$ cat src/rtl/xsr_pkg.sv
package xsr_pkg;

    localparam int BEAT_W    = 128;
    localparam int PTR_W     = 32;
    localparam int CTL_W     = 32;
    localparam int OPC_W     = 16;
    localparam int OPC_KEEP  = 11;
    localparam int N_EXC     = 6;
    localparam int MASK_LSB  = 7;
    localparam int OFF_W     = 4;
    localparam logic [CTL_W-1:0] CTL_RSVD = 32'hFFFF_0040;

    typedef enum logic [1:0] {
        ST_IDLE,
        ST_CHECK,
        ST_BEATS,
        ST_FDONE
    } st_e;

    typedef enum logic [1:0] {
        FLT_NONE,
        FLT_UD,
        FLT_GP,
        FLT_AC
    } flt_e;

    typedef struct packed {
        logic             lock;
        logic             op32;
        logic             achk;
        logic [1:0]       priv;
        logic             simd_en;
        logic [OFF_W-1:0] off;
    } dec_t;

    typedef struct packed {
        logic [OPC_KEEP-1:0] fop;
        logic [PTR_W-1:0]    ip;
        logic [PTR_W-1:0]    dp;
        logic [CTL_W-1:0]    ctl;
    } hdr_t;

    // Field positions inside beat 0
    function automatic hdr_t unpack_hdr(input logic [BEAT_W-1:0] b);
        hdr_t h;
        h.fop = b[OPC_KEEP-1:0];
        h.ip  = b[63:32];
        h.dp  = b[95:64];
        h.ctl = b[127:96];
        return h;
    endfunction

    function automatic logic [CTL_W-1:0] ctl_of(input logic [BEAT_W-1:0] b);
        return b[127:96];
    endfunction

endpackage

$ cat src/rtl/xsr_fault_check.sv
module xsr_fault_check
    import xsr_pkg::*;
(
    input  dec_t             dec_i,
    input  logic [CTL_W-1:0] ctl_i,
    output flt_e             pre_flt_o,
    output logic             ctl_bad_o
);

    logic misal;
    logic ac_case;

    always_comb begin
        misal   = (dec_i.off != '0);
        ac_case = dec_i.achk && (dec_i.priv == 2'd3) && (dec_i.off[1:0] == 2'b10);
        if (dec_i.lock)
            pre_flt_o = FLT_UD;
        else if (misal && ac_case)
            pre_flt_o = FLT_AC;
        else if (misal)
            pre_flt_o = FLT_GP;
        else
            pre_flt_o = FLT_NONE;
    end

    // Reserved control bits only matter when SIMD state is enabled
    assign ctl_bad_o = dec_i.simd_en && ((ctl_i & CTL_RSVD) != '0);

endmodule

$ cat src/rtl/xsr_beat_stage.sv
module xsr_beat_stage
    import xsr_pkg::*;
#(
    parameter int N_BEATS   = 32,
    parameter int N_VREG    = 8,
    parameter int VREG_BASE = 10
) (
    input  logic                     clk,
    input  logic                     rst,
    input  logic                     restart_i,
    input  logic                     accept_i,
    input  logic [BEAT_W-1:0]        beat_i,
    output logic [$clog2(N_BEATS)-1:0] idx_o,
    output logic                     last_o,
    output hdr_t                     hdr_o,
    output logic [N_VREG*BEAT_W-1:0] vreg_o
);

    localparam int IDX_W = $clog2(N_BEATS);

    logic [IDX_W-1:0] idx_q;

    always_ff @(posedge clk) begin
        if (rst)
            idx_q <= '0;
        else if (restart_i)
            idx_q <= '0;
        else if (accept_i)
            idx_q <= idx_q + 1'b1;
    end

    always_ff @(posedge clk) begin
        if (rst)
            hdr_o <= '0;
        else if (accept_i && idx_q == '0)
            hdr_o <= unpack_hdr(beat_i);
    end

    for (genvar g = 0; g < N_VREG; g++) begin : g_vslot
        always_ff @(posedge clk) begin
            if (rst)
                vreg_o[g*BEAT_W +: BEAT_W] <= '0;
            else if (accept_i && idx_q == IDX_W'(VREG_BASE + g))
                vreg_o[g*BEAT_W +: BEAT_W] <= beat_i;
        end
    end

    assign idx_o  = idx_q;
    assign last_o = (idx_q == IDX_W'(N_BEATS - 1));

    // the beat counter only moves on an accepted beat or a restart
    p_idx_hold_r10: assert property (@(posedge clk) disable iff (rst)
        (!accept_i && !restart_i) |=> $stable(idx_q));

endmodule

$ cat src/rtl/xsr_arch_regs.sv
module xsr_arch_regs
    import xsr_pkg::*;
#(
    parameter int N_VREG = 8
) (
    input  logic                     clk,
    input  logic                     rst,
    input  logic                     commit_i,
    input  logic                     op32_i,
    input  logic                     simd_en_i,
    input  hdr_t                     hdr_i,
    input  logic [N_VREG*BEAT_W-1:0] vstage_i,
    input  logic [N_EXC-1:0]         exc_event_i,
    output logic [OPC_KEEP-1:0]      fop_o,
    output logic [PTR_W-1:0]         ip_o,
    output logic [PTR_W-1:0]         dp_o,
    output logic [CTL_W-1:0]         ctl_o,
    output logic [N_VREG*BEAT_W-1:0] vreg_o,
    output logic                     err_o
);

    localparam int HALF = PTR_W / 2;

    logic [N_EXC-1:0] unmasked;

    function automatic logic [PTR_W-1:0] size_ptr(input logic [PTR_W-1:0] p, input logic wide);
        return wide ? p : {{HALF{1'b0}}, p[HALF-1:0]};
    endfunction

    always_ff @(posedge clk) begin
        if (rst) begin
            fop_o <= '0;
            ip_o  <= '0;
            dp_o  <= '0;
        end else if (commit_i) begin
            fop_o <= hdr_i.fop;
            ip_o  <= size_ptr(hdr_i.ip, op32_i);
            dp_o  <= size_ptr(hdr_i.dp, op32_i);
        end
    end

    always_ff @(posedge clk) begin
        if (rst)
            vreg_o <= '0;
        else if (commit_i && simd_en_i)
            vreg_o <= vstage_i;
    end

    // Loaded flags never raise the error line; only new events do
    assign unmasked = ~ctl_o[MASK_LSB +: N_EXC];

    always_ff @(posedge clk) begin
        if (rst) begin
            ctl_o <= '0;
            err_o <= 1'b0;
        end else begin
            err_o <= |(exc_event_i & unmasked);
            if (commit_i && simd_en_i)
                ctl_o <= hdr_i.ctl;
            else
                ctl_o[N_EXC-1:0] <= ctl_o[N_EXC-1:0] | exc_event_i;
        end
    end

    // nothing is written outside a commit
    p_hold_nocommit_r1: assert property (@(posedge clk) disable iff (rst)
        !commit_i |=> ($stable(ip_o) && $stable(dp_o) && $stable(fop_o)));

    // SIMD registers hold when the OS has not enabled SIMD state
    p_simd_keep_r7: assert property (@(posedge clk) disable iff (rst)
        (commit_i && !simd_en_i) |=> $stable(vreg_o));

    // 16-bit commits clear the pointer upper halves
    p_ptr16_r6: assert property (@(posedge clk) disable iff (rst)
        (commit_i && !op32_i) |=> (ip_o[PTR_W-1:HALF] == '0 && dp_o[PTR_W-1:HALF] == '0));

    // the error line rises only after a new exception event
    p_no_err_on_load_r8: assert property (@(posedge clk) disable iff (rst)
        (exc_event_i == '0) |=> !err_o);

endmodule

$ cat src/rtl/xsr_restore.sv
module xsr_restore
    import xsr_pkg::*;
#(
    parameter int N_BEATS   = 32,
    parameter int N_VREG    = 8,
    parameter int VREG_BASE = 10
) (
    input  logic                     clk,
    input  logic                     rst,
    input  logic                     start_i,
    input  logic [3:0]               img_off_i,
    input  logic                     lock_pfx_i,
    input  logic                     op32_i,
    input  logic                     align_chk_i,
    input  logic [1:0]               priv_i,
    input  logic                     simd_os_en_i,
    input  logic                     beat_valid_i,
    output logic                     beat_ready_o,
    input  logic [127:0]             beat_data_i,
    input  logic [5:0]               exc_event_i,
    output logic [15:0]              fop_o,
    output logic [31:0]              ip_o,
    output logic [31:0]              dp_o,
    output logic [31:0]              ctl_o,
    output logic [N_VREG*128-1:0]    vreg_o,
    output logic                     err_o,
    output logic                     flt_ud_o,
    output logic                     flt_gp_o,
    output logic                     flt_ac_o,
    output logic                     done_o
);

    localparam int IDX_W = $clog2(N_BEATS);

    st_e              st_q;
    dec_t             dec_q;
    dec_t             dec_in;
    flt_e             pre_flt;
    logic             ctl_bad;
    logic             accept;
    logic             restart;
    logic             commit;
    logic             last;
    logic [IDX_W-1:0] idx;
    hdr_t             hdr_stg;
    logic [N_VREG*BEAT_W-1:0] vstage;
    logic [OPC_KEEP-1:0] fop_keep;

    assign dec_in = '{lock: lock_pfx_i, op32: op32_i, achk: align_chk_i,
                      priv: priv_i, simd_en: simd_os_en_i, off: img_off_i};

    assign beat_ready_o = (st_q == ST_BEATS);
    assign accept       = beat_ready_o && beat_valid_i;
    assign restart      = (st_q == ST_IDLE) && start_i;
    assign commit       = accept && last;

    xsr_fault_check u_chk (
        .dec_i     (dec_q),
        .ctl_i     (ctl_of(beat_data_i)),
        .pre_flt_o (pre_flt),
        .ctl_bad_o (ctl_bad)
    );

    xsr_beat_stage #(
        .N_BEATS   (N_BEATS),
        .N_VREG    (N_VREG),
        .VREG_BASE (VREG_BASE)
    ) u_stage (
        .clk       (clk),
        .rst       (rst),
        .restart_i (restart),
        .accept_i  (accept),
        .beat_i    (beat_data_i),
        .idx_o     (idx),
        .last_o    (last),
        .hdr_o     (hdr_stg),
        .vreg_o    (vstage)
    );

    xsr_arch_regs #(
        .N_VREG (N_VREG)
    ) u_regs (
        .clk         (clk),
        .rst         (rst),
        .commit_i    (commit),
        .op32_i      (dec_q.op32),
        .simd_en_i   (dec_q.simd_en),
        .hdr_i       (hdr_stg),
        .vstage_i    (vstage),
        .exc_event_i (exc_event_i),
        .fop_o       (fop_keep),
        .ip_o        (ip_o),
        .dp_o        (dp_o),
        .ctl_o       (ctl_o),
        .vreg_o      (vreg_o),
        .err_o       (err_o)
    );

    assign fop_o = {{(OPC_W-OPC_KEEP){1'b0}}, fop_keep};

    always_ff @(posedge clk) begin
        if (rst) begin
            st_q     <= ST_IDLE;
            dec_q    <= '0;
            flt_ud_o <= 1'b0;
            flt_gp_o <= 1'b0;
            flt_ac_o <= 1'b0;
            done_o   <= 1'b0;
        end else begin
            flt_ud_o <= 1'b0;
            flt_gp_o <= 1'b0;
            flt_ac_o <= 1'b0;
            done_o   <= 1'b0;
            case (st_q)
                ST_IDLE: begin
                    if (start_i) begin
                        dec_q <= dec_in;
                        st_q  <= ST_CHECK;
                    end
                end
                ST_CHECK: begin
                    case (pre_flt)
                        FLT_UD:  begin flt_ud_o <= 1'b1; st_q <= ST_FDONE; end
                        FLT_GP:  begin flt_gp_o <= 1'b1; st_q <= ST_FDONE; end
                        FLT_AC:  begin flt_ac_o <= 1'b1; st_q <= ST_FDONE; end
                        default: st_q <= ST_BEATS;
                    endcase
                end
                ST_BEATS: begin
                    if (accept) begin
                        if (idx == '0 && ctl_bad) begin
                            flt_gp_o <= 1'b1;
                            st_q     <= ST_FDONE;
                        end else if (last) begin
                            done_o <= 1'b1;
                            st_q   <= ST_IDLE;
                        end
                    end
                end
                ST_FDONE: begin
                    done_o <= 1'b1;
                    st_q   <= ST_IDLE;
                end
                default: st_q <= ST_IDLE;
            endcase
        end
    end

    // fault outputs are one-hot
    p_fault_onehot_r10: assert property (@(posedge clk) disable iff (rst)
        $onehot0({flt_ud_o, flt_gp_o, flt_ac_o}));

    // every fault is followed by done
    p_done_after_fault_r10: assert property (@(posedge clk) disable iff (rst)
        (flt_ud_o || flt_gp_o || flt_ac_o) |=> done_o);

    // a lock prefix seen in the check cycle yields invalid opcode
    p_lock_ud_r1: assert property (@(posedge clk) disable iff (rst)
        (st_q == ST_CHECK && dec_q.lock) |=> flt_ud_o);

    // alignment-check faults only at privilege 3 with checking on
    p_ac_priv_r3: assert property (@(posedge clk) disable iff (rst)
        flt_ac_o |-> (dec_q.achk && dec_q.priv == 2'd3));

endmodule

$ cat config.mk
export PLATFORM = sky130hd
export DESIGN_NAME = xsr_restore
export DESIGN_NICKNAME = d
export VERILOG_FILES = /design/src/rtl/xsr_pkg.sv /design/src/rtl/xsr_fault_check.sv /design/src/rtl/xsr_beat_stage.sv /design/src/rtl/xsr_arch_regs.sv /design/src/rtl/xsr_restore.sv
export SDC_FILE = /design/constraint.sdc
export NUM_CORES = 2
export LEC_CHECK = 0
export BUFFER_PORTS_ARGS = -buffer_cell sky130_fd_sc_hd__buf_4
export CELL_PAD_IN_SITES_DETAIL_PLACEMENT = 0
export CELL_PAD_IN_SITES_GLOBAL_PLACEMENT = 1
export CORE_AREA = 2 2 495 497
export DETAILED_ROUTE_END_ITERATION = 8
export DIE_AREA = 0 0 497 499
export GPL_TIMING_DRIVEN = 0
export PLACE_DENSITY = 0.67
export SLEW_MARGIN = 5
export SYNTH_ARGS = -nofsm -noshare
export SYNTH_HDL_FRONTEND = slang
export SYNTH_SLANG_ARGS = --single-unit
$ cat constraint.sdc
create_clock -name clk -period 2.3 [get_ports clk]
set_clock_uncertainty 0.15 [all_clocks]
set_input_delay 0.345 -clock clk [delete_from_list [all_inputs] [get_ports clk]]
set_output_delay 0.345 -clock clk [all_outputs]
set_load 0.02 [all_outputs]
# After elaboration in Yosys (flattened, before gate mapping)
# Index checks and enable logic that the tools add are counted.
[totals]
ff_bits = 2284
out_inout_bits = 1142
word_cells = 106
[classes]
add_sub_neg = 1
n_eq_ne = 20
muxes = 22
bitwise = 4
reduce_logical = 28
[ops]
columns = ["cell", "count"]
rows = [
  ["$mux 32", 2],
  ["$reduce_bool 32->1", 1],
  ["$eq 5x4->1 const B", 6],
  ["$logic_and 1x1->1", 18],
  ["$eq 5x5->1 const B", 3],
  ["$mux 2", 7],
  ["$eq 2x2->1 const B", 6],
  ["$mux 1", 9],
  ["$pmux 2 s4", 1],
  ["$and 6x6->6", 1],
  ["$mux 6", 1],
  ["$not 6->6", 1],
  ["$or 6x6->6", 1],
  ["$reduce_or 6->1", 1],
  ["$add 5x1->5 const B", 1],
  ["$logic_not 5->1", 1],
  ["$eq 2x1->1 const B", 2],
  ["$pmux 1 s2", 2],
  ["$reduce_bool 4->1", 1],
  ["$reduce_or 2->1", 2],
  ["$ne 3x1->1 const B", 1],
  ["$reduce_and 3->1", 1],
  ["$reduce_or 3->1", 1],
  ["$logic_not 2->1", 1],
  ["other kinds (4)", 4],
]

# Depth between registers and ports, before layout
[logic_depth]
depth_word = 10
mapped_depth = 12
depth_no_buf = 8

# Modules after synthesis
# Synthesis repeated with hierarchy kept, for this count alone.
[hier_totals]
hier_cells = 9047
area_unflattened_um2 = 83266.1
[modules_own_cells]
columns = ["module", "n_inst", "cells_each", "area_per_inst_um2", "seq_area_each_um2"]
rows = [
  ["xsr_beat_stage", 1, 4077, 43629.3, 22741.8],
  ["xsr_arch_regs", 1, 4866, 38802.2, 22661.7],
  ["xsr_restore", 1, 94, 768.2, 320.3],
  ["xsr_fault_check", 1, 10, 66.3, 0.0],
]

# Worst setup path before layout
# No wires, ideal clock.
[synth_path]
kind = "register to register"
startpoint = "register st_q[0]"
endpoint = "register u_stage.vreg_o[235]"
setup_ns = 0.132
arrival_ns = 2.036
required_time_ns = 2.018
path_slack_ns = -0.019
path_stages_with_launch = 12
n_path_buf = 4
cell_sequence = "dfxtp_1 > inv_1 > ha_1 > buf_4 > and2_1 > buf_4 > nand2_1 > or3_1 > buf_2 > buf_2 > nand2_1 > a21oi_1"
[synth_via]
elab_chain_cells = 3
[synth_rtl]
columns = ["element", "line_no", "text"]
rows = [
  ["start, declared", "xsr_restore.sv:35", "st_e st_q;"],
  ["start signal, assigned", "xsr_restore.sv:103", "st_q <= ST_IDLE;"],
  ["start signal, assigned", "xsr_restore.sv:118", "st_q <= ST_CHECK;"],
  ["start signal, assigned", "xsr_restore.sv:123", "FLT_UD: begin flt_ud_o <= 1'b1; st_q <= ST_FDONE; end"],
  ["$eq 2x2->1", "xsr_restore.sv:52", "assign beat_ready_o = (st_q == ST_BEATS);"],
  ["via beat_ready_o", "xsr_restore.sv:18", "output logic beat_ready_o,"],
  ["$logic_and 1x1->1", "xsr_restore.sv:53", "assign accept = beat_ready_o && beat_valid_i;"],
  ["$logic_and 1x1->1", "xsr_beat_stage.sv:43", "else if (accept_i && idx_q == IDX_W'(VREG_BASE + g))"],
  ["end signal, assigned by index", "xsr_beat_stage.sv:44", "vreg_o[g*BEAT_W +: BEAT_W] <= beat_i;"],
  ["end, declared", "xsr_beat_stage.sv:16", "output logic [N_VREG*BEAT_W-1:0] vreg_o"],
]
# The timed path passes the listed nets, and every way through them passes these cells.
# A chain may end at the register's enable or synchronous reset.

# Worst setup path in the final report
[layout_path]
startpoint = "register u_stage.idx_q[1], in the netlist u_stage.idx_o[1]"
endpoint = "register u_regs.vreg_o[842]"
[layout_via]
elab_chain_cells = 3
[layout_rtl]
columns = ["element", "line_no", "text"]
rows = [
  ["start, declared", "xsr_beat_stage.sv:21", "logic [IDX_W-1:0] idx_q;"],
  ["start signal, assigned", "xsr_beat_stage.sv:29", "idx_q <= idx_q + 1'b1;"],
  ["$eq 5x5->1", "xsr_beat_stage.sv:49", "assign last_o = (idx_q == IDX_W'(N_BEATS - 1));"],
  ["$logic_and 1x1->1", "xsr_restore.sv:55", "assign commit = accept && last;"],
  ["$logic_and 1x1->1", "xsr_arch_regs.sv:45", "else if (commit_i && simd_en_i)"],
  ["end signal, assigned", "xsr_arch_regs.sv:46", "vreg_o <= vstage_i;"],
  ["end, declared", "xsr_arch_regs.sv:18", "output logic [N_VREG*BEAT_W-1:0] vreg_o,"],
]
# Every way passes these cells.

==> impl_metrics.csv <==
group,metric,value,unit
critical_path,path_cells,"ha_4 > and3_4 > ha_4 > and3_4 > buf_12 > buf_12 > buf_16 > clkbuf_16 > nand2_2 > a21oi_2",
critical_path,cp-start-kind,"flip-flop",
synthesis,synth.lib_cells_used.distinct,35,
floorplan,fp-row-count,181,
critical_path,timing_worst_setup_path_type,"flip-flop to flip-flop",
placement,globalplace.congestion,0.898,
detailed_routing,post_drt_antenna_nets,0,
synthesis,synth_cells,10100,
global_route,grtUsageTotal,30.9,%
critical_path,crit-reg2reg-capture,"u_regs.vreg_o[842]$_SDFFE_PP0P_",
min_path,hold_path_depth,3,
placement,placed_cells_incl_taps,14500,
detailed_routing,route.detailed.vias_per_inst,4.98,
layout,fin_cells,15200,
cts,htreeDepth,4,
layout,final_net_count,11900,
placement,post_dp_hpwl,298000,µm
layout,drive_above_1_share,20.3,%
timing,worst_pin_slew,1.48,ns
synthesis,synth_largest_area_cell,"dfxtp_1",
timing,setup_repair_after_global_routing_missed_its_margin,"true",
pwr,static-leakage-power,39.3,nW
pwr,power,83.4,mW
placement,count_of_buffers_from_port_buffering,1155,
min_path,holdCritPathClass,"input pin to flip-flop",
floorplan,die_width,497,µm
critical_path,setup.worst_path.end,"u_regs.vreg_o[842]$_SDFFE_PP0P_",
critical_path,critPathMaxFanout,8,
global_route,grt_remaining_overflow,0,
floorplan,io-pin-count,1290,
placement,pre_cts_slack,-1.21,ns
critical_path,worst_r2r_startpoint,"u_stage.idx_o[1]$_SDFFE_PP0P_",
critical_path,crit_path_top_delay_cell,"dfxtp_4",
timing,slew_headroom,1.50,%
floorplan,initial_core_util,32.8,%
timing,final-hold-violation-count,0,
detailed_routing,route.detailed.wl_per_inst,26.8,µm
detailed_routing,vias,75600,
cts,cts_num_sinks,2284,
timing,min_period,2.33,ns
cts,clk_pin_slew,0.06,ns
synthesis,synth-seq-area-share,57.5,%
critical_path,crit_start,"u_stage.idx_o[1]$_SDFFE_PP0P_",
run_status,violated_checks,"design-rule violations, negative setup slack",
critical_path,timing.reg2reg.setup_slack,-0.03,ns
synthesis,mappedNetlistArea,79600,µm²
global_route,first_global_vias,70200,
cts,source_to_sink_clock_delay_at_the_later_pin_of_the_worst_skew_pair,0.92,ns
detailed_routing,first_pass_iters,8,
synthesis,yosys.area.top_type_share,57.5,%
detailed_routing,postRouteWirelength,406000,µm
critical_path,cp_data_arrival_time,3.03,ns
job,number_of_max_capacitance_violations_reported,0,
cts,clock_tree_from_tritoncts,"built",
global_route,grt_max_degree,18,
timing,maxSlewViolCount,0,
detailed_routing,detail_route.drc_violations,1,
detailed_routing,iteration_0_drc_markers,6237,
synthesis,syn-mean-instance-area,7.87,µm²
cts,clock_tree.buffer_depth,3,
pwr,ir_drop,0.000696,V
timing,setup_viol,19,
floorplan,core,243000,µm²
critical_path,worst_r2r_path_depth,10,
critical_path,slowest_delay,0.37,ns
global_route,first_pass_grt_wire_length,542000,µm
run_status,status,"finished with violations",
floorplan,die_area,248000,µm²
timing,hold-worst-slack,0.0384,ns
cts,ctsRootBufferMaster,"clkbuf_16",
pwr,power.density,782,nW/µm²
synthesis,yosys_register_bits,2284,
timing,max_freq,429,MHz
synthesis,yosysWarnings,0,
cts,tritoncts.num_buffers,239,
timing,finalCritPeriodShare,101,%
critical_path,worstSetupEndpointType,"flip-flop",
synthesis,synth.top_cells.by_area,"dfxtp_1, nand2_1, a21oi_1",
global_route,antenna_found_initial,44,
timing,fin_ws,-0.0293,ns
floorplan,die_height,499,µm
critical_path,crit_required,3.00,ns
layout,post_synthesis_to_final_layout_area_growth,34.0,%
==> worst min-delay path by stage <==
stage / end / startpoint / slack (ns)
floorplan: dec_q[7]$_SDFFE_PP0P_ / dec_q[7]$_SDFFE_PP0P_ / 0.28
finish: u_stage.vreg_o[95]$_SDFFE_PP0P_ / beat_data_i[95] / 0.04
global placement: u_regs.ip_o[11]$_SDFFE_PP0P_ / u_stage.hdr_o[75]$_SDFFE_PP0P_ / 0.29
global route: u_stage.vreg_o[468]$_SDFFE_PP0P_ / beat_data_i[84] / 0.04
detailed placement: u_regs.vreg_o[515]$_SDFFE_PP0P_ / u_stage.vreg_o[515]$_SDFFE_PP0P_ / 0.29
CTS: u_stage.vreg_o[647]$_SDFFE_PP0P_ / beat_data_i[7] / 0.0003
==> logic make-up (layout without fill, tap and decap cells) <==
family | Yosys count | count (layout) | share of synthesized area [%]
simple gates | 4622 | 4622 | 22.0
flops | 2284 | 2284 | 57.5
xor+xnor | 3 | 3 | 0.0330
compound gates | 2285 | 2285 | 14.4
buf+inv | 906 | 2735 | 5.85
fa+ha+maj | 12 | 12 | 0.189
other cells | 1 | 26 | 0.00471
mux | 2 | 2 | 0.0252
==> state kept, by name, indices dropped and copies added (netlist names), 2 cells and up <==
signal          flops
u_regs.fop_o       11
dec_q              10
u_stage.hdr_o     107
st_q                2
u_regs.ip_o        32
u_regs.ctl_o       32
u_regs.dp_o        32
u_stage.vreg_o   1024
u_regs.vreg_o    1024
u_stage.idx_o       5
==> metrics by stage <==
stage / TNS [ns] / utilization (%) / area (µm²)
after floorplan: 0 / - / 79600
after global placement: -2892.22 / 38.0 / 92300
after detailed placement: -1714.74 / 38.3 / 92800
after CTS: -17.95 / 42.9 / 104000
after global routing: -4.86 / 43.9 / 107000
final: -0.181 / 44.0 / 107000
==> where the power goes <==
group | total (mW) | switching, mW | internal (mW) | leakage, nW
clock network | 39.7 | 17.0 | 22.7 | 3.93
registers | 40.0 | 0.160 | 39.8 | 18.4
logic | 3.72 | 2.82 | 0.899 | 17.0
total | 83.4 | 20.0 | 63.4 | 39.3
==> what timing repair did <==
action / CTS / global route
pin swaps: 4 / 154
gates resized for setup: 346 / 651
gates cloned: 12 / 26
endpoints found under the setup margin: 2232 / 1899
buffers inserted: 29 / 22
endpoints found under the hold margin: 1083 / 2
hold buffers: 144 / 1
==> synthesized netlist by cell type <==
cell      count
conb_1        1
dfxtp_1    2284
and3_1        4
or2_2         1
nor3_1       16
and4_1        2
o21a_1        1
xor2_1        2
nand2b_1      4
nor4_1        5
a31oi_1       3
nand2_1    4517
nor2b_1       3
and2_1        6
mux2i_1       2
buf_6       100
buf_4        51
ha_1         12
a221oi_1      2
xnor2_1       1
o21ai_0       5
o22ai_1       1
nor4b_4       1
or3_1         2
buf_1        20
nor4_2        1
a21oi_1    2271
nand3_1      34
inv_1        12
o32ai_1       1
clkbuf_1    473
a211oi_1      1
buf_2       250
nor2_1       19
nand4_1       7
==> critical path: cells and delay by family, from the launching register on <==
family	cells	cell delay (ns)
AND/OR/NAND/NOR	3	0.54
flip-flops	1	0.37
adder cells (fa/ha/maj)	2	0.29
buffers and inverters	4	0.75
AO/OA/AOI/OAI	1	0.12
==> layout by cell type, fill, tap and decap left out, types with 11 or more instances in the layout <==
cell / Yosys / final
nand2_1: 4517 / 4417
dfxtp_1: 2284 / 2278
a21oi_1: 2271 / 2140
buf_4: 51 / 1276
clkbuf_1: 473 / 418
clkbuf_16: 0 / 267
dlygate4sd3_1: 0 / 145
a21oi_2: 0 / 131
buf_6: 100 / 95
buf_2: 250 / 94
clkbuf_2: 0 / 94
nand2_4: 0 / 74
clkbuf_8: 0 / 67
clkbuf_4: 0 / 65
buf_12: 0 / 60
buf_16: 0 / 38
clkinv_2: 0 / 35
buf_8: 0 / 33
nand3_1: 34 / 33
nand2_2: 0 / 26
diode_2: 0 / 21
nor2_1: 19 / 18
nor3_1: 16 / 14
bufinv_16: 0 / 13
inv_1: 12 / 11
==> layer usage <==
layer	track usage, %	vias to the layer above	wire length (µm)
li1	-	35700	-
met1	36.8	36400	161000
met2	50.2	2919	185000
met3	9.47	626	36700
met4	15.5	0	23400
met5	0	-	0
==> layout make-up <==
cell class	count	area [µm²]
multi-input cells	6929	30400
plain buffers	878	6120
flip-flops and latches	2284	45700
fillers	24500	136000
clock buffers	368	7120
inverters	12	47.5
clock inverters	68	861
repair buffers	1409	12300
diodes	21	52.6
well taps	3202	4010
(Power assumes the default switching activity.)
